File: src/rtl/fcd_pkg.sv
package fcd_pkg;

  localparam int CMP_AW = 12;
  localparam int CMP_DW = 8;

  typedef enum logic [2:0] {
    M_ARRAY = 3'd0,
    M_ASEL  = 3'd1,
    M_CFI   = 3'd2,
    M_ESUSP = 3'd3,
    M_BYP   = 3'd4
  } mode_e;

  typedef enum logic [3:0] {
    S_IDLE, S_U1, S_U2, S_PROG, S_E1, S_E2, S_E3,
    S_BPROG, S_BERASE, S_BEXIT
  } seq_e;

  localparam logic [CMP_DW-1:0] C_UNL1  = 8'hAA;
  localparam logic [CMP_DW-1:0] C_UNL2  = 8'h55;
  localparam logic [CMP_DW-1:0] C_PROG  = 8'hA0;
  localparam logic [CMP_DW-1:0] C_ERASE = 8'h80;
  localparam logic [CMP_DW-1:0] C_CHIP  = 8'h10;
  localparam logic [CMP_DW-1:0] C_SECT  = 8'h30;
  localparam logic [CMP_DW-1:0] C_ASEL  = 8'h90;
  localparam logic [CMP_DW-1:0] C_BYP   = 8'h20;
  localparam logic [CMP_DW-1:0] C_RST   = 8'hF0;
  localparam logic [CMP_DW-1:0] C_SUSP  = 8'hB0;
  localparam logic [CMP_DW-1:0] C_CFI   = 8'h98;
  localparam logic [CMP_DW-1:0] C_BEXIT = 8'h00;

  localparam logic [CMP_AW-1:0] A_CMD = 12'h555;
  localparam logic [CMP_AW-1:0] A_UNL = 12'h2AA;
  localparam logic [CMP_AW-1:0] A_CFI = 12'h055;

  // classified write: flags derived from the compared low fields only
  typedef struct packed {
    logic              unl1;
    logic              unl2;
    logic              at_cmd;
    logic              rst;
    logic              cfi;
    logic              susp;
    logic [CMP_DW-1:0] code;
  } wcls_t;

  typedef struct packed {
    logic prog;
    logic chip;
    logic sect;
    logic susp;
    logic resume;
  } ops_t;

  function automatic logic cyc_is(input logic [CMP_AW-1:0] a, input logic [CMP_DW-1:0] d,
                                  input logic [CMP_AW-1:0] ea, input logic [CMP_DW-1:0] ed);
    return (a == ea) && (d == ed);
  endfunction

  function automatic mode_e reset_target(input logic suspended);
    return suspended ? M_ESUSP : M_ARRAY;
  endfunction

endpackage

File: src/rtl/fcd_classify.sv
module fcd_classify
  import fcd_pkg::*;
(
  input  logic [CMP_AW-1:0] lo_addr,
  input  logic [CMP_DW-1:0] lo_data,
  output wcls_t             cls
);
  always_comb begin
    cls.code   = lo_data;
    cls.unl1   = cyc_is(lo_addr, lo_data, A_CMD, C_UNL1);
    cls.unl2   = cyc_is(lo_addr, lo_data, A_UNL, C_UNL2);
    cls.at_cmd = (lo_addr == A_CMD);
    cls.rst    = (lo_data == C_RST);
    cls.cfi    = cyc_is(lo_addr, lo_data, A_CFI, C_CFI);
    cls.susp   = (lo_data == C_SUSP);
  end
endmodule

File: src/rtl/fcd_sequencer.sv
module fcd_sequencer
  import fcd_pkg::*;
#(
  parameter int BANK_W = 3
) (
  input  logic              clk,
  input  logic              rst_n,
  input  logic              wr_en,
  input  logic              busy,
  input  wcls_t             cls,
  input  logic [BANK_W-1:0] bank_i,
  output mode_e             mode_q,
  output logic [BANK_W-1:0] bank_q,
  output ops_t              go
);
  seq_e  seq_q, seq_d, restart;
  mode_e mode_d;
  logic  susp_q, susp_d;
  logic  lastsec_q, lastsec_d;
  logic [BANK_W-1:0] bank_d;

  always_comb begin
    seq_d     = seq_q;
    mode_d    = mode_q;
    susp_d    = susp_q;
    bank_d    = bank_q;
    go        = '0;
    restart   = cls.unl1 ? S_U1 : S_IDLE;
    if (wr_en) begin
      if (busy) begin
        if (cls.susp && lastsec_q && !susp_q) begin
          go.susp = 1'b1;
          susp_d  = 1'b1;
          mode_d  = M_ESUSP;
          seq_d   = S_IDLE;
        end
      end else begin
        case (mode_q)
          M_ASEL, M_CFI: begin
            if (cls.rst) mode_d = reset_target(susp_q);
            else if (mode_q == M_ASEL && cls.cfi) mode_d = M_CFI;
          end
          M_BYP: begin
            seq_d = S_IDLE;
            case (seq_q)
              S_BPROG:  go.prog = 1'b1;
              S_BERASE: go.chip = (cls.code == C_CHIP);
              S_BEXIT:  if (cls.code == C_BEXIT) mode_d = M_ARRAY;
              default: begin
                if (cls.code == C_PROG)       seq_d = S_BPROG;
                else if (cls.code == C_ERASE) seq_d = S_BERASE;
                else if (cls.code == C_ASEL)  seq_d = S_BEXIT;
              end
            endcase
          end
          default: begin
            if (seq_q == S_PROG) begin
              go.prog = 1'b1;
              seq_d   = S_IDLE;
            end else if (cls.rst) begin
              mode_d = reset_target(susp_q);
              seq_d  = S_IDLE;
            end else if (cls.cfi && mode_q == M_ARRAY) begin
              mode_d = M_CFI;
              seq_d  = S_IDLE;
            end else if (susp_q && cls.code == C_SECT) begin
              go.resume = 1'b1;
              susp_d    = 1'b0;
              mode_d    = M_ARRAY;
              seq_d     = S_IDLE;
            end else begin
              case (seq_q)
                S_U1: seq_d = cls.unl2 ? S_U2 : restart;
                S_U2: begin
                  seq_d = restart;
                  if (cls.at_cmd) begin
                    if (cls.code == C_PROG) seq_d = S_PROG;
                    else if (cls.code == C_ERASE && !susp_q) seq_d = S_E1;
                    else if (cls.code == C_ASEL) begin
                      mode_d = M_ASEL;
                      bank_d = bank_i;
                      seq_d  = S_IDLE;
                    end else if (cls.code == C_BYP && !susp_q) begin
                      mode_d = M_BYP;
                      seq_d  = S_IDLE;
                    end
                  end
                end
                S_E1: seq_d = restart ;
                S_E2: seq_d = cls.unl2 ? S_E3 : restart;
                S_E3: begin
                  seq_d = restart;
                  if (cls.at_cmd && cls.code == C_CHIP) begin
                    go.chip = 1'b1;
                    seq_d   = S_IDLE;
                  end else if (cls.code == C_SECT) begin
                    go.sect = 1'b1;
                    seq_d   = S_IDLE;
                  end
                end
                default: seq_d = restart;
              endcase
              if (seq_q == S_E1 && cls.unl1) seq_d = S_E2;
            end
          end
        endcase
      end
    end
  end

  // remembers whether the running operation may be suspended
  always_comb begin
    lastsec_d = lastsec_q;
    if (go.sect) lastsec_d = 1'b1;
    else if (go.chip || (go.prog && !susp_q)) lastsec_d = 1'b0;
  end

  always_ff @(posedge clk or negedge rst_n) begin
    if (!rst_n) begin
      seq_q     <= S_IDLE;
      mode_q    <= M_ARRAY;
      susp_q    <= 1'b0;
      lastsec_q <= 1'b0;
      bank_q    <= '0;
    end else begin
      seq_q     <= seq_d;
      mode_q    <= mode_d;
      susp_q    <= susp_d;
      lastsec_q <= lastsec_d;
      bank_q    <= bank_d;
    end
  end

  a_r12_busy_freezes: assert property (@(posedge clk) disable iff (!rst_n)
    (busy && wr_en && !go.susp) |=> ($stable(mode_q) && $stable(seq_q)));

  a_r7_resume_needs_suspend: assert property (@(posedge clk) disable iff (!rst_n)
    go.resume |-> (susp_q && mode_q == M_ESUSP && !busy));

  a_r7_suspend_needs_erase: assert property (@(posedge clk) disable iff (!rst_n)
    go.susp |-> (busy && lastsec_q));

  a_r11_bypass_exit: assert property (@(posedge clk) disable iff (!rst_n)
    (mode_q == M_BYP && mode_d != M_BYP) |-> (wr_en && seq_q == S_BEXIT && cls.code == C_BEXIT));

  a_r8_query_source: assert property (@(posedge clk) disable iff (!rst_n)
    (mode_d == M_CFI && mode_q != M_CFI) |-> (mode_q == M_ARRAY || mode_q == M_ASEL));

  a_r13_no_erase_when_suspended: assert property (@(posedge clk) disable iff (!rst_n)
    susp_q |-> !(go.chip || go.sect));

endmodule

File: src/rtl/fcd_oplatch.sv
module fcd_oplatch
  import fcd_pkg::*;
#(
  parameter int ADDR_W = 23,
  parameter int DATA_W = 16,
  parameter int SECT_W = 11
) (
  input  logic              clk,
  input  logic              rst_n,
  input  ops_t              go,
  input  logic [ADDR_W-1:0] addr_i,
  input  logic [DATA_W-1:0] data_i,
  input  logic [SECT_W-1:0] sect_i,
  output logic              prog_stb,
  output logic [ADDR_W-1:0] prog_addr,
  output logic [DATA_W-1:0] prog_data,
  output logic              chip_erase_stb,
  output logic              sect_erase_stb,
  output logic [SECT_W-1:0] erase_sector,
  output logic              suspend_stb,
  output logic              resume_stb
);
  always_ff @(posedge clk or negedge rst_n) begin
    if (!rst_n) begin
      prog_stb       <= 1'b0;
      chip_erase_stb <= 1'b0;
      sect_erase_stb <= 1'b0;
      suspend_stb    <= 1'b0;
      resume_stb     <= 1'b0;
      prog_addr      <= '0;
      prog_data      <= '0;
      erase_sector   <= '0;
    end else begin
      prog_stb       <= go.prog;
      chip_erase_stb <= go.chip;
      sect_erase_stb <= go.sect;
      suspend_stb    <= go.susp;
      resume_stb     <= go.resume;
      if (go.prog) begin
        prog_addr <= addr_i;
        prog_data <= data_i;
      end
      if (go.sect) erase_sector <= sect_i;
    end
  end

  a_r3_single_strobe: assert property (@(posedge clk) disable iff (!rst_n)
    $onehot0({prog_stb, chip_erase_stb, sect_erase_stb, suspend_stb, resume_stb}));

  a_r3_prog_one_clock: assert property (@(posedge clk) disable iff (!rst_n)
    prog_stb |=> !prog_stb);

  a_r4_erase_one_clock: assert property (@(posedge clk) disable iff (!rst_n)
    (chip_erase_stb || sect_erase_stb) |=> !(chip_erase_stb || sect_erase_stb));

  a_r3_prog_data_held: assert property (@(posedge clk) disable iff (!rst_n)
    !go.prog |=> ($stable(prog_addr) && $stable(prog_data)));

endmodule

File: src/rtl/flash_cmd_decoder.sv
module flash_cmd_decoder
  import fcd_pkg::*;
#(
  parameter int ADDR_W   = 23,
  parameter int DATA_W   = 16,
  parameter int BANK_W   = 3,
  parameter int SECT_LSB = 12,
  localparam int SECT_W  = ADDR_W - SECT_LSB
) (
  input  logic              clk,
  input  logic              rst_n,
  input  logic              wr_en,
  input  logic [ADDR_W-1:0] wr_addr,
  input  logic [DATA_W-1:0] wr_data,
  input  logic              busy,
  output logic              prog_stb,
  output logic [ADDR_W-1:0] prog_addr,
  output logic [DATA_W-1:0] prog_data,
  output logic              chip_erase_stb,
  output logic              sect_erase_stb,
  output logic [SECT_W-1:0] erase_sector,
  output logic              suspend_stb,
  output logic              resume_stb,
  output logic [2:0]        mode,
  output logic [BANK_W-1:0] asel_bank
);
  wcls_t cls;
  ops_t  go;
  mode_e mode_q;

  fcd_classify u_classify (
    .lo_addr (wr_addr[CMP_AW-1:0]),
    .lo_data (wr_data[CMP_DW-1:0]),
    .cls     (cls)
  );

  fcd_sequencer #(.BANK_W(BANK_W)) u_seq (
    .clk    (clk),
    .rst_n  (rst_n),
    .wr_en  (wr_en),
    .busy   (busy),
    .cls    (cls),
    .bank_i (wr_addr[ADDR_W-1 -: BANK_W]),
    .mode_q (mode_q),
    .bank_q (asel_bank),
    .go     (go)
  );

  fcd_oplatch #(.ADDR_W(ADDR_W), .DATA_W(DATA_W), .SECT_W(SECT_W)) u_ops (
    .clk            (clk),
    .rst_n          (rst_n),
    .go             (go),
    .addr_i         (wr_addr),
    .data_i         (wr_data),
    .sect_i         (wr_addr[ADDR_W-1:SECT_LSB]),
    .prog_stb       (prog_stb),
    .prog_addr      (prog_addr),
    .prog_data      (prog_data),
    .chip_erase_stb (chip_erase_stb),
    .sect_erase_stb (sect_erase_stb),
    .erase_sector   (erase_sector),
    .suspend_stb    (suspend_stb),
    .resume_stb     (resume_stb)
  );

  assign mode = mode_q;

  a_r1_mode_legal: assert property (@(posedge clk) disable iff (!rst_n)
    mode <= 3'd4);

endmodule

File: config.mk
export PLATFORM = sky130hd
export DESIGN_NAME = flash_cmd_decoder
export DESIGN_NICKNAME = d
export VERILOG_FILES = /design/src/rtl/fcd_pkg.sv /design/src/rtl/fcd_classify.sv /design/src/rtl/fcd_sequencer.sv /design/src/rtl/fcd_oplatch.sv /design/src/rtl/flash_cmd_decoder.sv
export SDC_FILE = /design/constraint.sdc
export NUM_CORES = 1
export LEC_CHECK = 0
export CAP_MARGIN = 20
export CORE_MARGIN = 4
export CORE_UTILIZATION = 50
export CTS_CLUSTER_SIZE = 24
export DETAILED_ROUTE_END_ITERATION = 8
export GPL_ROUTABILITY_DRIVEN = 1
export HOLD_SLACK_MARGIN = 0.1
export PLACE_DENSITY = 0.94
export SLEW_MARGIN = 20
export SYNTH_ARGS = -nofsm -noshare
export SYNTH_HDL_FRONTEND = slang
export SYNTH_SLANG_ARGS = --single-unit
File: constraint.sdc
create_clock -name clk -period 3.6 [get_ports clk]
set_input_delay 0.54 -clock clk [delete_from_list [all_inputs] [get_ports clk]]
set_output_delay 0.54 -clock clk [all_outputs]
set_load 0.02 [all_outputs]
==> results.json <==
{
  "multi_input_area_um2": 1500,
  "syn-num-nets": 313,
  "critPathRequiredTime_ns": 3.83,
  "max_cap_violations": 0,
  "drt_wl_total_um": 8720,
  "grt_pass1_vias": 2742,
  "place_congestion": 0.943,
  "post_cts.repair.setup_buffers": 0,
  "mostFrequentLayoutCells": "clkdlybuf4s50_1, dfrtp_1, mux2_2, nand2_1, nor2_1",
  "hold_path_class": "in2async",
  "clk_latency_ns": 0.35,
  "fin_skew_ns": 0.00898,
  "final_nets": 421,
  "end_kind": "flop",
  "regArea_um2": 1680,
  "row_count": 29,
  "synth-edff-count": 0,
  "vias_per_cell": 5.95,
  "io_pins": 104,
  "drt.antenna.violating_nets": 0,
  "drt_first_pass_iters": 6,
  "avgSynthCellArea_um2": 12.1,
  "synthToLayoutAreaGrowth_pct": 39.7,
  "path_max_fanout": 7,
  "p_leak_uw": 0.00201,
  "synthDistinctLibCells": 51,
  "path_class": "in2reg",
  "io_buffers": 103,
  "synth_area_leader_cell": "dfrtp_1",
  "slowest_stage": "clkdlybuf4s50_1",
  "clockBufferDepth": 2,
  "initial_utilization_pct": 51.3,
  "antenna_found_initial": 0,
  "synth_top_area_share_pct": 51.4,
  "fin_util_pct": 71.7,
  "setup_viol": 0,
  "coreArea_um2": 6350,
  "die_w_um": 88.8,
  "max-slew-margin-rel_pct": 52.7,
  "synth-seq-cells": 67,
  "vias": 2737,
  "fillerInstances": 419,
  "grt_overflow": 0,
  "yosysSeqAreaShare_pct": 51.4,
  "final_layout_size_suffix_gt1_share_pct": 23.0,
  "powerDensity_nw_per_um2": 397,
  "async_flop_share_pct": 100,
  "max_stage_delay_ns": 0.55,
  "synthTopCellsByArea": "dfrtp_1, mux2_2, mux2_4",
  "cts_max_level": 3,
  "grt_max_degree": 37,
  "clock-sinks": 67,
  "grt_use_total_pct": 22.9,
  "hold_buffers": 0,
  "wire_per_inst_um": 19.0,
  "rsz0062_at_grt": "false",
  "drc_errors": 0,
  "numCtsBuffers": 9,
  "drtIter0Drc": 243,
  "syn_area_um2": 3260,
  "hold_viol": 0,
  "slew_violations": 0,
  "synth-main-ff-cell": "dfrtp_1",
  "cp_common_cell": "nor4b_2",
  "antenna_cells": 0,
  "grt_pass1_wl_um": 13500,
  "path_clk_slew_ns": 0.08,
  "syn_inst": 270,
  "cts_root_buffer": "clkbuf_8",
  "path_cells": "clkdlybuf4s50_1 -> nor4b_2 -> nor4b_2 -> nand2_1 -> nor4_1 -> buf_4 -> mux2_2",
  "max_freq_mhz": 335,
  "crit_family": "simple AND/OR/NAND/NOR gates",
  "period_needed_ns": 2.98,
  "die_area_um2": 7880,
  "dpl.hpwl_um": 6390,
  "crit_path_start_kind": "input pin",
  "die_h_um": 88.8,
  "outcome": "completed",
  "finalCritPeriodShare_pct": 82.8,
  "timing.setup.tns_ns": 0,
  "yosysWarnings": 0,
  "worst_slew_pin_slew_ns": 0.709,
  "design_power_total_uw": 1810,
  "layout.cells.most_common": "clkdlybuf4s50_1",
  "hold_ws_ns": 0.243,
  "tritoncts": "yes",
  "path_buf_inv": 2,
  "ir_drop_v": 0.000378,
  "cts-resized-gates": 0,
  "crit_arrival_ns": 3.22
}
-- cells by family (layout without fill, tap and decap cells) --
family                   count (synthesis)  count (layout)  synth area share [%]
buffers and inverters                   18             131                  2.76
AND/OR/NAND/NOR                         90              90                  16.7
adder cells (fa/ha/maj)                  1               1                 0.345
XOR/XNOR                                 2               2                 0.537
flip-flops                              67              67                  51.4
AO/OA/AOI/OAI                           36              36                  7.94
multiplexers                            56              56                  20.3
-- layout make-up --
| cell class | instances | share of cell area [%] |
|---|---|---|
| Clock buffer | 11 | 2.88 |
| Clock inverter | 5 | 1.35 |
| Inverter | 6 | 0.494 |
| Multi-Input combinational cell | 185 | 32.8 |
| Sequential cell | 67 | 36.8 |
| Tap cell | 77 | 2.11 |
| Timing Repair Buffer | 109 | 23.5 |
-- worst paths after layout --
check,startpoint,end,slack [ns],depth (start not counted)
max,wr_data[6],u_seq.bank_q[0],0.62,7
max reg2reg,u_seq.mode_q[0],u_ops.prog_addr[13],0.77,6
min in group clk,u_ops.prog_data[3],u_ops.prog_data[3],0.51,1
min reg2reg,u_ops.prog_data[3],u_ops.prog_data[3],0.51,1
min,rst_n,u_seq.seq_q[2],0.24,1
max in group asynchronous,rst_n,u_ops.prog_addr[7],2.45,2
-- flip-flops by register name (all words and copies together), names as in the netlist --
| name | count |
|---|---|
| u_ops.resume_stb | 1 |
| u_ops.prog_stb | 1 |
| u_ops.prog_addr | 23 |
| u_ops.chip_erase_stb | 1 |
| u_seq.mode_q | 3 |
| u_ops.erase_sector | 11 |
| u_seq.seq_q | 4 |
| u_ops.prog_data | 16 |
| u_ops.sect_erase_stb | 1 |
| u_seq.susp_q | 1 |
| u_seq.lastsec_q | 1 |
| u_ops.suspend_stb | 1 |
| u_seq.bank_q | 3 |
-- Yosys cell counts (3+ instances only) --
library cell / instances
a211oi_1: 3
a21oi_1: 7
a31oi_1: 3
buf_2: 6
clkbuf_1: 3
dfrtp_1: 67
inv_1: 6
mux2_2: 44
mux2_4: 9
nand2_1: 14
nand2b_1: 5
nand3_1: 5
nand4_1: 5
nor2_1: 13
nor2b_1: 6
nor3_1: 10
nor3b_1: 5
nor4_1: 6
o21ai_0: 8
o31ai_1: 3
-- worst reg2reg max path, cell delays in order, from the launching register on --
cell and delay, ns:
dfrtp_1 0.55, o21a_1 0.27, a211oi_1 0.55, o21ai_0 0.19, nand2_2 0.34, buf_4 0.42
mux2_2 0.39
-- layer usage --
metal  GRT usage, %  up-vias  share of wire [%]
met2           34.8      147                 48
met3           7.82       35                9.8
li1               -     1217                  -
met1           29.1     1338                 40
met4           11.3        0                2.8
met5              0        -                  0
-- power by group --
part	internal, uW	switching, uW
Clock	324	298
Combinational	161	190
Sequential	772	62.7
Total	1260	551
-- per-stage QoR --
stage | setup WS, ns | std cells | area [um2]
6_report | 0.618 | 460 | 4560
5_1_grt | 0.547 | 460 | 4560
4_1_cts | 0.736 | 460 | 4560
3_5_place_dp | 0.465 | 444 | 4360
3_3_place_gp | 0.528 | 444 | 4360
2_1_floorplan | 1.12 | 270 | 3260
No activity file was read; power rests on OpenSTA's default activity.
